File: src/rtl/lsq_pkg.sv
package lsq_pkg;

    // Operation placed on the single cache port in a cycle.
    typedef enum logic [1:0] {
        PORT_IDLE  = 2'd0,
        PORT_READ  = 2'd1,
        PORT_WRITE = 2'd2
    } port_op_e;

endpackage

File: src/rtl/lsq_addr_match.sv
// Compares one key address against every slot of a queue.
module lsq_addr_match #(
    parameter int N  = 8,
    parameter int AW = 13
) (
    input  logic [N-1:0][AW-1:0] tags,
    input  logic [N-1:0]         en,
    input  logic [AW-1:0]        key,
    output logic [N-1:0]         hit
);

    for (genvar g = 0; g < N; g++) begin : g_cmp
        assign hit[g] = en[g] && (tags[g] == key);
    end

endmodule

File: src/rtl/lsq_youngest_pick.sv
// Returns the hit slot furthest from the head, which is the youngest entry.
module lsq_youngest_pick #(
    parameter int N = 8
) (
    input  logic [N-1:0]         mask,
    input  logic [$clog2(N)-1:0] head,
    output logic [$clog2(N)-1:0] slot
);

    localparam int IW = $clog2(N);

    always_comb begin
        slot = head;
        for (int k = 0; k < N; k++) begin
            if (mask[head + IW'(k)]) begin
                slot = head + IW'(k);
            end
        end
    end

endmodule

File: src/rtl/lsq_disambig.sv
module lsq_disambig
    import lsq_pkg::*;
#(
    parameter int DEPTH = 8,
    parameter int AW    = 13,
    parameter int DW    = 32
) (
    input  logic                     clk,
    input  logic                     rst_n,
    input  logic                     alloc_valid,
    input  logic                     alloc_store,
    output logic                     alloc_ready,
    output logic [$clog2(DEPTH)-1:0] alloc_idx,
    input  logic                     ld_addr_valid,
    input  logic [$clog2(DEPTH)-1:0] ld_addr_idx,
    input  logic [AW-1:0]            ld_addr,
    input  logic                     st_addr_valid,
    input  logic [$clog2(DEPTH)-1:0] st_addr_idx,
    input  logic [AW-1:0]            st_addr,
    input  logic [DW-1:0]            st_data,
    output logic                     mem_req_valid,
    output logic                     mem_req_write,
    output logic [AW-1:0]            mem_req_addr,
    output logic [DW-1:0]            mem_req_wdata,
    input  logic                     mem_rsp_valid,
    input  logic [DW-1:0]            mem_rsp_data,
    output logic                     ld_res_valid,
    output logic [$clog2(DEPTH)-1:0] ld_res_idx,
    output logic [DW-1:0]            ld_res_data,
    output logic                     ld_res_forwarded
);

    localparam int IW = $clog2(DEPTH);

    // Per-slot "older" masks: rd_old[i][j] = write slot j precedes read slot i,
    // wr_old[i][j] = read slot j precedes write slot i.
    typedef struct packed {
        logic [DEPTH-1:0]                rd_vld;
        logic [DEPTH-1:0]                rd_known;
        logic [DEPTH-1:0][AW-1:0]        rd_addr;
        logic [DEPTH-1:0][DEPTH-1:0]     rd_old;
        logic [IW-1:0]                   rd_head;
        logic [IW-1:0]                   rd_tail;
        logic [DEPTH-1:0]                wr_vld;
        logic [DEPTH-1:0]                wr_known;
        logic [DEPTH-1:0][AW-1:0]        wr_addr;
        logic [DEPTH-1:0][DW-1:0]        wr_data;
        logic [DEPTH-1:0][DEPTH-1:0]     wr_old;
        logic [IW-1:0]                   wr_head;
        logic [IW-1:0]                   wr_tail;
        logic                            rd_wait;
        logic                            res_vld;
        logic [IW-1:0]                   res_idx;
        logic [DW-1:0]                   res_data;
        logic                            res_fwd;
    } state_t;

    state_t state_q, state_d;

    logic [IW-1:0]    rh, wh;
    logic [DEPTH-1:0] rd_prior_wr, wr_prior_rd;
    logic [DEPTH-1:0] fwd_hits, war_hits;
    logic [IW-1:0]    fwd_slot;
    logic             rd_ready, addr_unknown, rd_go, rd_fwd, rd_mem, rd_done;
    logic             war_block, wr_go, wr_is_older;
    port_op_e         port_op;

    assign rh = state_q.rd_head;
    assign wh = state_q.wr_head;

    // ---------------- read head: forwarding search over the write queue
    assign rd_prior_wr  = state_q.rd_old[rh] & state_q.wr_vld;
    assign addr_unknown = |(rd_prior_wr & ~state_q.wr_known);

    lsq_addr_match #(.N(DEPTH), .AW(AW)) u_fwd_match (
        .tags (state_q.wr_addr),
        .en   (rd_prior_wr & state_q.wr_known),
        .key  (state_q.rd_addr[rh]),
        .hit  (fwd_hits)
    );

    lsq_youngest_pick #(.N(DEPTH)) u_fwd_pick (
        .mask (fwd_hits),
        .head (wh),
        .slot (fwd_slot)
    );

    assign rd_ready = state_q.rd_vld[rh] && state_q.rd_known[rh] && !state_q.rd_wait;
    assign rd_go    = rd_ready && !addr_unknown;
    assign rd_fwd   = rd_go && (|fwd_hits);
    assign rd_mem   = rd_go && !(|fwd_hits);
    assign rd_done  = rd_fwd || (state_q.rd_wait && mem_rsp_valid);

    // ---------------- write head: anti-dependence search over the read queue
    assign wr_prior_rd = state_q.wr_old[wh] & state_q.rd_vld;

    lsq_addr_match #(.N(DEPTH), .AW(AW)) u_war_match (
        .tags (state_q.rd_addr),
        .en   (wr_prior_rd & state_q.rd_known),
        .key  (state_q.wr_addr[wh]),
        .hit  (war_hits)
    );

    assign war_block   = (|war_hits) || (|(wr_prior_rd & ~state_q.rd_known));
    assign wr_go       = state_q.wr_vld[wh] && state_q.wr_known[wh] && !war_block;
    assign wr_is_older = rd_prior_wr[wh];

    // ---------------- cache port arbitration: older access wins
    always_comb begin
        if (wr_go && (!rd_mem || wr_is_older)) begin
            port_op = PORT_WRITE;
        end else if (rd_mem) begin
            port_op = PORT_READ;
        end else begin
            port_op = PORT_IDLE;
        end
    end

    assign mem_req_valid = (port_op != PORT_IDLE);
    assign mem_req_write = (port_op == PORT_WRITE);
    assign mem_req_addr  = (port_op == PORT_WRITE) ? state_q.wr_addr[wh] : state_q.rd_addr[rh];
    assign mem_req_wdata = state_q.wr_data[wh];

    // ---------------- allocation
    assign alloc_ready = alloc_store ? !state_q.wr_vld[state_q.wr_tail]
                                     : !state_q.rd_vld[state_q.rd_tail];
    assign alloc_idx   = alloc_store ? state_q.wr_tail : state_q.rd_tail;

    // ---------------- next state
    always_comb begin
        state_d         = state_q;
        state_d.res_vld = 1'b0;

        if (ld_addr_valid) begin
            state_d.rd_known[ld_addr_idx] = 1'b1;
            state_d.rd_addr[ld_addr_idx]  = ld_addr;
        end
        if (st_addr_valid) begin
            state_d.wr_known[st_addr_idx] = 1'b1;
            state_d.wr_addr[st_addr_idx]  = st_addr;
            state_d.wr_data[st_addr_idx]  = st_data;
        end

        if (rd_done) begin
            state_d.res_vld    = 1'b1;
            state_d.res_idx    = rh;
            state_d.res_fwd    = rd_fwd;
            state_d.res_data   = rd_fwd ? state_q.wr_data[fwd_slot] : mem_rsp_data;
            state_d.rd_wait    = 1'b0;
            state_d.rd_vld[rh] = 1'b0;
            state_d.rd_head    = rh + IW'(1);
            for (int i = 0; i < DEPTH; i++) begin
                state_d.wr_old[i][rh] = 1'b0;
            end
        end

        if (port_op == PORT_READ) begin
            state_d.rd_wait = 1'b1;
        end

        if (port_op == PORT_WRITE) begin
            state_d.wr_vld[wh] = 1'b0;
            state_d.wr_head    = wh + IW'(1);
            for (int i = 0; i < DEPTH; i++) begin
                state_d.rd_old[i][wh] = 1'b0;
            end
        end

        if (alloc_valid && alloc_ready) begin
            if (alloc_store) begin
                state_d.wr_vld[state_q.wr_tail]   = 1'b1;
                state_d.wr_known[state_q.wr_tail] = 1'b0;
                state_d.wr_old[state_q.wr_tail]   = state_d.rd_vld;
                state_d.wr_tail                   = state_q.wr_tail + IW'(1);
            end else begin
                state_d.rd_vld[state_q.rd_tail]   = 1'b1;
                state_d.rd_known[state_q.rd_tail] = 1'b0;
                state_d.rd_old[state_q.rd_tail]   = state_d.wr_vld;
                state_d.rd_tail                   = state_q.rd_tail + IW'(1);
            end
        end
    end

    always_ff @(posedge clk) begin
        if (!rst_n) begin
            state_q <= '0;
        end else begin
            state_q <= state_d;
        end
    end

    assign ld_res_valid     = state_q.res_vld;
    assign ld_res_idx       = state_q.res_idx;
    assign ld_res_data      = state_q.res_data;
    assign ld_res_forwarded = state_q.res_fwd;

endmodule

File: config.mk
export PLATFORM = sky130hd
export DESIGN_NAME = lsq_disambig
export DESIGN_NICKNAME = d
export VERILOG_FILES = /design/src/rtl/lsq_pkg.sv /design/src/rtl/lsq_addr_match.sv /design/src/rtl/lsq_youngest_pick.sv /design/src/rtl/lsq_disambig.sv
export SDC_FILE = /design/constraint.sdc
export NUM_CORES = 2
export LEC_CHECK = 0
export BUFFER_PORTS_ARGS = -buffer_cell sky130_fd_sc_hd__clkbuf_2
export CORE_ASPECT_RATIO = 1.2
export CORE_MARGIN = 3
export CORE_UTILIZATION = 65
export CTS_CLUSTER_SIZE = 8
export DETAILED_ROUTE_END_ITERATION = 8
export PLACE_DENSITY = 0.84
export SYNTH_ARGS = -nofsm -noshare
export SYNTH_HDL_FRONTEND = slang
export SYNTH_SLANG_ARGS = --single-unit
File: constraint.sdc
create_clock -name clk -period 9.2 [get_ports clk]
set_clock_uncertainty 0.2 [all_clocks]
set_input_delay 0.46 -clock clk [delete_from_list [all_inputs] [get_ports clk]]
set_output_delay 0.46 -clock clk [all_outputs]
set_load 0.05 [all_outputs]
==> flow_metrics.tcl <==
set metrics [dict create \
    run_status "completed" \
    worstPathArrival_ns 7.14 \
    drive_gt1_frac 0.1335 \
    dpl.hpwl_um 80050 \
    core.rowCount 95 \
    ys.flop_type "dfxtp_1" \
    wire_per_inst_um 25.00 \
    worstHoldPathType "input port to flop" \
    finalHoldViolations 0 \
    yosysWarnings 0 \
    cellPowerDensity_mw_per_mm2 160.0 \
    drtIter0Drc 4077 \
    ys_ff_latch 674 \
    r2r_start "rh[0]$_SDFFE_PN0N_" \
    root_buffer "clkbuf_16" \
    die_w_um 225.3 \
    via_per_inst 6.723 \
    grt_pass1_vias 34251 \
    cts_buffer_depth 3 \
    dieArea_mm2 0.06064 \
    cts_setup_buffers 0 \
    relSlewSlack 0.09124 \
    gp_congestion 1.057 \
    clock-sinks 674 \
    ioPinCount 191 \
    ys_types 93 \
    placed_area_mm2 0.03821 \
    startpoint_type "flop" \
    p_total_mw 6.652 \
    syn_nets 4467 \
    io_buffers 190 \
    areaGrowthSynthToFinish_pct 10.79 \
    numCtsBuffers 94 \
    grtUsageTotal 0.4132 \
    synth.avg_cell_area_um2 8.614 \
    clkSlewWorstSetupHoldPaths_ns 0.05 \
    chipHeight_um 269.2 \
    finalCritPeriodShare 0.8483 \
    yosysSeqAreaShare 0.3597 \
    tightest_slew_ns 1.360 \
    start_util 0.6630 \
    crit_start "wh[0]$_SDFFE_PN0N_" \
    max_cap_violations 0 \
    grt_pass1_wl_um 195700 \
    netlist_instances 4355 \
    slew_violations 0 \
    r2r_slack_ns 2.32 \
    ys_async_sr_fraction 0 \
    num_vias 34523 \
    min_period_ns 7.805 \
    required_ns 8.54 \
    dp_cells 4944 \
    r2r_end "ld_res_data[2]$_SDFFE_PN0N_" \
    setup_violations 0 \
    layout_commonest_cell "nand2_1" \
    grt_overflow 0 \
    p_leak_nw 15.67 \
    crit_end "mem_req_addr[11]" \
    crit_fanout 39 \
    ant_nets 0 \
    antenna_found_initial 6 \
    cp-end-kind "output port" \
    grt_max_degree 248 \
    core_mm2 0.05658 \
    final_area_mm2 0.04156 \
    synth_edf_count 0 \
    rr_worst_depth 15 \
    tns_ns 0 \
    cts_tree "yes" \
    syn-cell-area_mm2 0.03751 \
    fmax_mhz 128.1 \
    worstSetupPathType "flop to output port" \
    htree_levels 3 \
    clock_latency_ns 0.66 \
    nets 4508 \
    layoutNonFillerInstCount 5135 \
    layout_common_cells "1208 x nand2_1, 668 x dfxtp_1, 480 x a21boi_0, 248 x mux2i_1, 217 x nor2_1" \
    drc_errors 0 \
    finalWirelength_um 128400 \
    ir_worst_vdd_mv 0.1350 \
    first_pass_iters 6 \
    holdPathStages 3 \
    pre_cts_ws_ns 2.424 \
    rsz0062_at_grt "false" \
    layout_setup_ws_ns 1.395 \
]
-- synth_stat cells (34+ instances only) --
cell type	number	area (um^2)
clkbuf_2	45	225.2
nand3_1	48	240.2
a22o_1	37	324.1
o21ai_0	93	465.5
mux2i_1	248	2482
nor2b_1	34	212.7
mux4_2	136	3063
nand4_1	44	275.3
nand2_1	1211	4546
dfxtp_1	674	13490
nor3_1	35	175.2
a21boi_0	480	3603
xnor2_1	64	560.5
clkbuf_1	234	878.3
nor2_1	225	844.6
xor2_1	118	1033
buf_4	50	375.4
mux2_1	48	540.5
-- routing by layer --
| layer | vias to the layer above | part of all wire | global-route usage |
|---|---|---|---|
| met5 | - | 0.000055 | 0 |
| met4 | 2 | 0.082 | 0.3055 |
| met3 | 736 | 0.11 | 0.09247 |
| met2 | 2414 | 0.46 | 0.6602 |
| met1 | 16268 | 0.35 | 0.4862 |
| li1 | 15103 | - | - |
-- layout make-up --
| cell class | instances | area, um^2 |
|---|---|---|
| antenna | 4 | 10.01 |
| clock buffer | 98 | 2410 |
| clock inverter | 6 | 100.1 |
| fill | 4079 | 15020 |
| inverter | 23 | 87.58 |
| multi-input combinational | 3261 | 22190 |
| sequential | 674 | 13510 |
| tap | 727 | 909.6 |
| timing repair buffer | 342 | 2347 |
-- cells by family (layout without fill, tap and decap cells) --
family                     after synthesis  in the layout  synth area share
buffers and inverters                  420            469           0.05313
DFF                                    674            674            0.3597
adders and majority gates                9              9          0.003002
xor gates and xnor gates               183            183           0.04293
muxes                                  470            470            0.1765
other                                    0              4                 0
AOI/OAI and AO/OA                      854            854            0.1674
and+or+nand+nor                       1745           1745            0.1973
-- how the worst min path moves through the flow --
stage,to,from
2_1_floorplan,ld_res_data[29]$_SDFFE_PN0N_,ld_res_data[29]$_SDFFE_PN0N_
3_3_place_gp,ld_res_idx[0]$_SDFFE_PN0N_,ld_res_idx[0]$_SDFFE_PN0N_
3_5_place_dp,ld_res_idx[0]$_SDFFE_PN0N_,ld_res_idx[0]$_SDFFE_PN0N_
4_1_cts,ld_res_data[26]$_SDFFE_PN0N_,mem_rsp_data[26]
5_1_grt,ld_res_data[26]$_SDFFE_PN0N_,mem_rsp_data[26]
6_report,ld_res_data[26]$_SDFFE_PN0N_,mem_rsp_data[26]
-- worst max-delay path, cell delays in order, from the launching register on --
cell	delay, ns
dfxtp_4	0.60
buf_4	0.75
mux4_2	0.60
mux2i_1	0.15
buf_4	0.26
xor2_1	0.12
nand4_1	0.16
nor4b_1	0.12
a31oi_1	0.24
o311a_1	0.23
o2111ai_1	0.10
nor4_1	0.81
nand2_1	1.07
mux2i_1	0.82
clkbuf_2	0.39
-- power by group --
| part | switching, mW | internal [mW] |
|---|---|---|
| combinational | 0.324 | 0.188 |
| sequential | 0.0553 | 2.97 |
| clock | 1.28 | 1.83 |
| total | 1.66 | 4.99 |
-- what timing repair did --
item	CTS	global route
hold endpoints to repair	449	0
hold buffers	83	0
gates resized for setup	0	0
-- metrics by stage --
| stage | util | hold slack [ns] |
|---|---|---|
| global placement | 0.6754 | 0.2561 |
| detailed placement | 0.6754 | 0.2667 |
| global route | 0.7345 | 0.01090 |
| floorplan | - | 0.2402 |
| finish | 0.7346 | 0.01492 |
| CTS | 0.7344 | 0.004092 |
No activity file was read; power rests on OpenSTA's default activity.
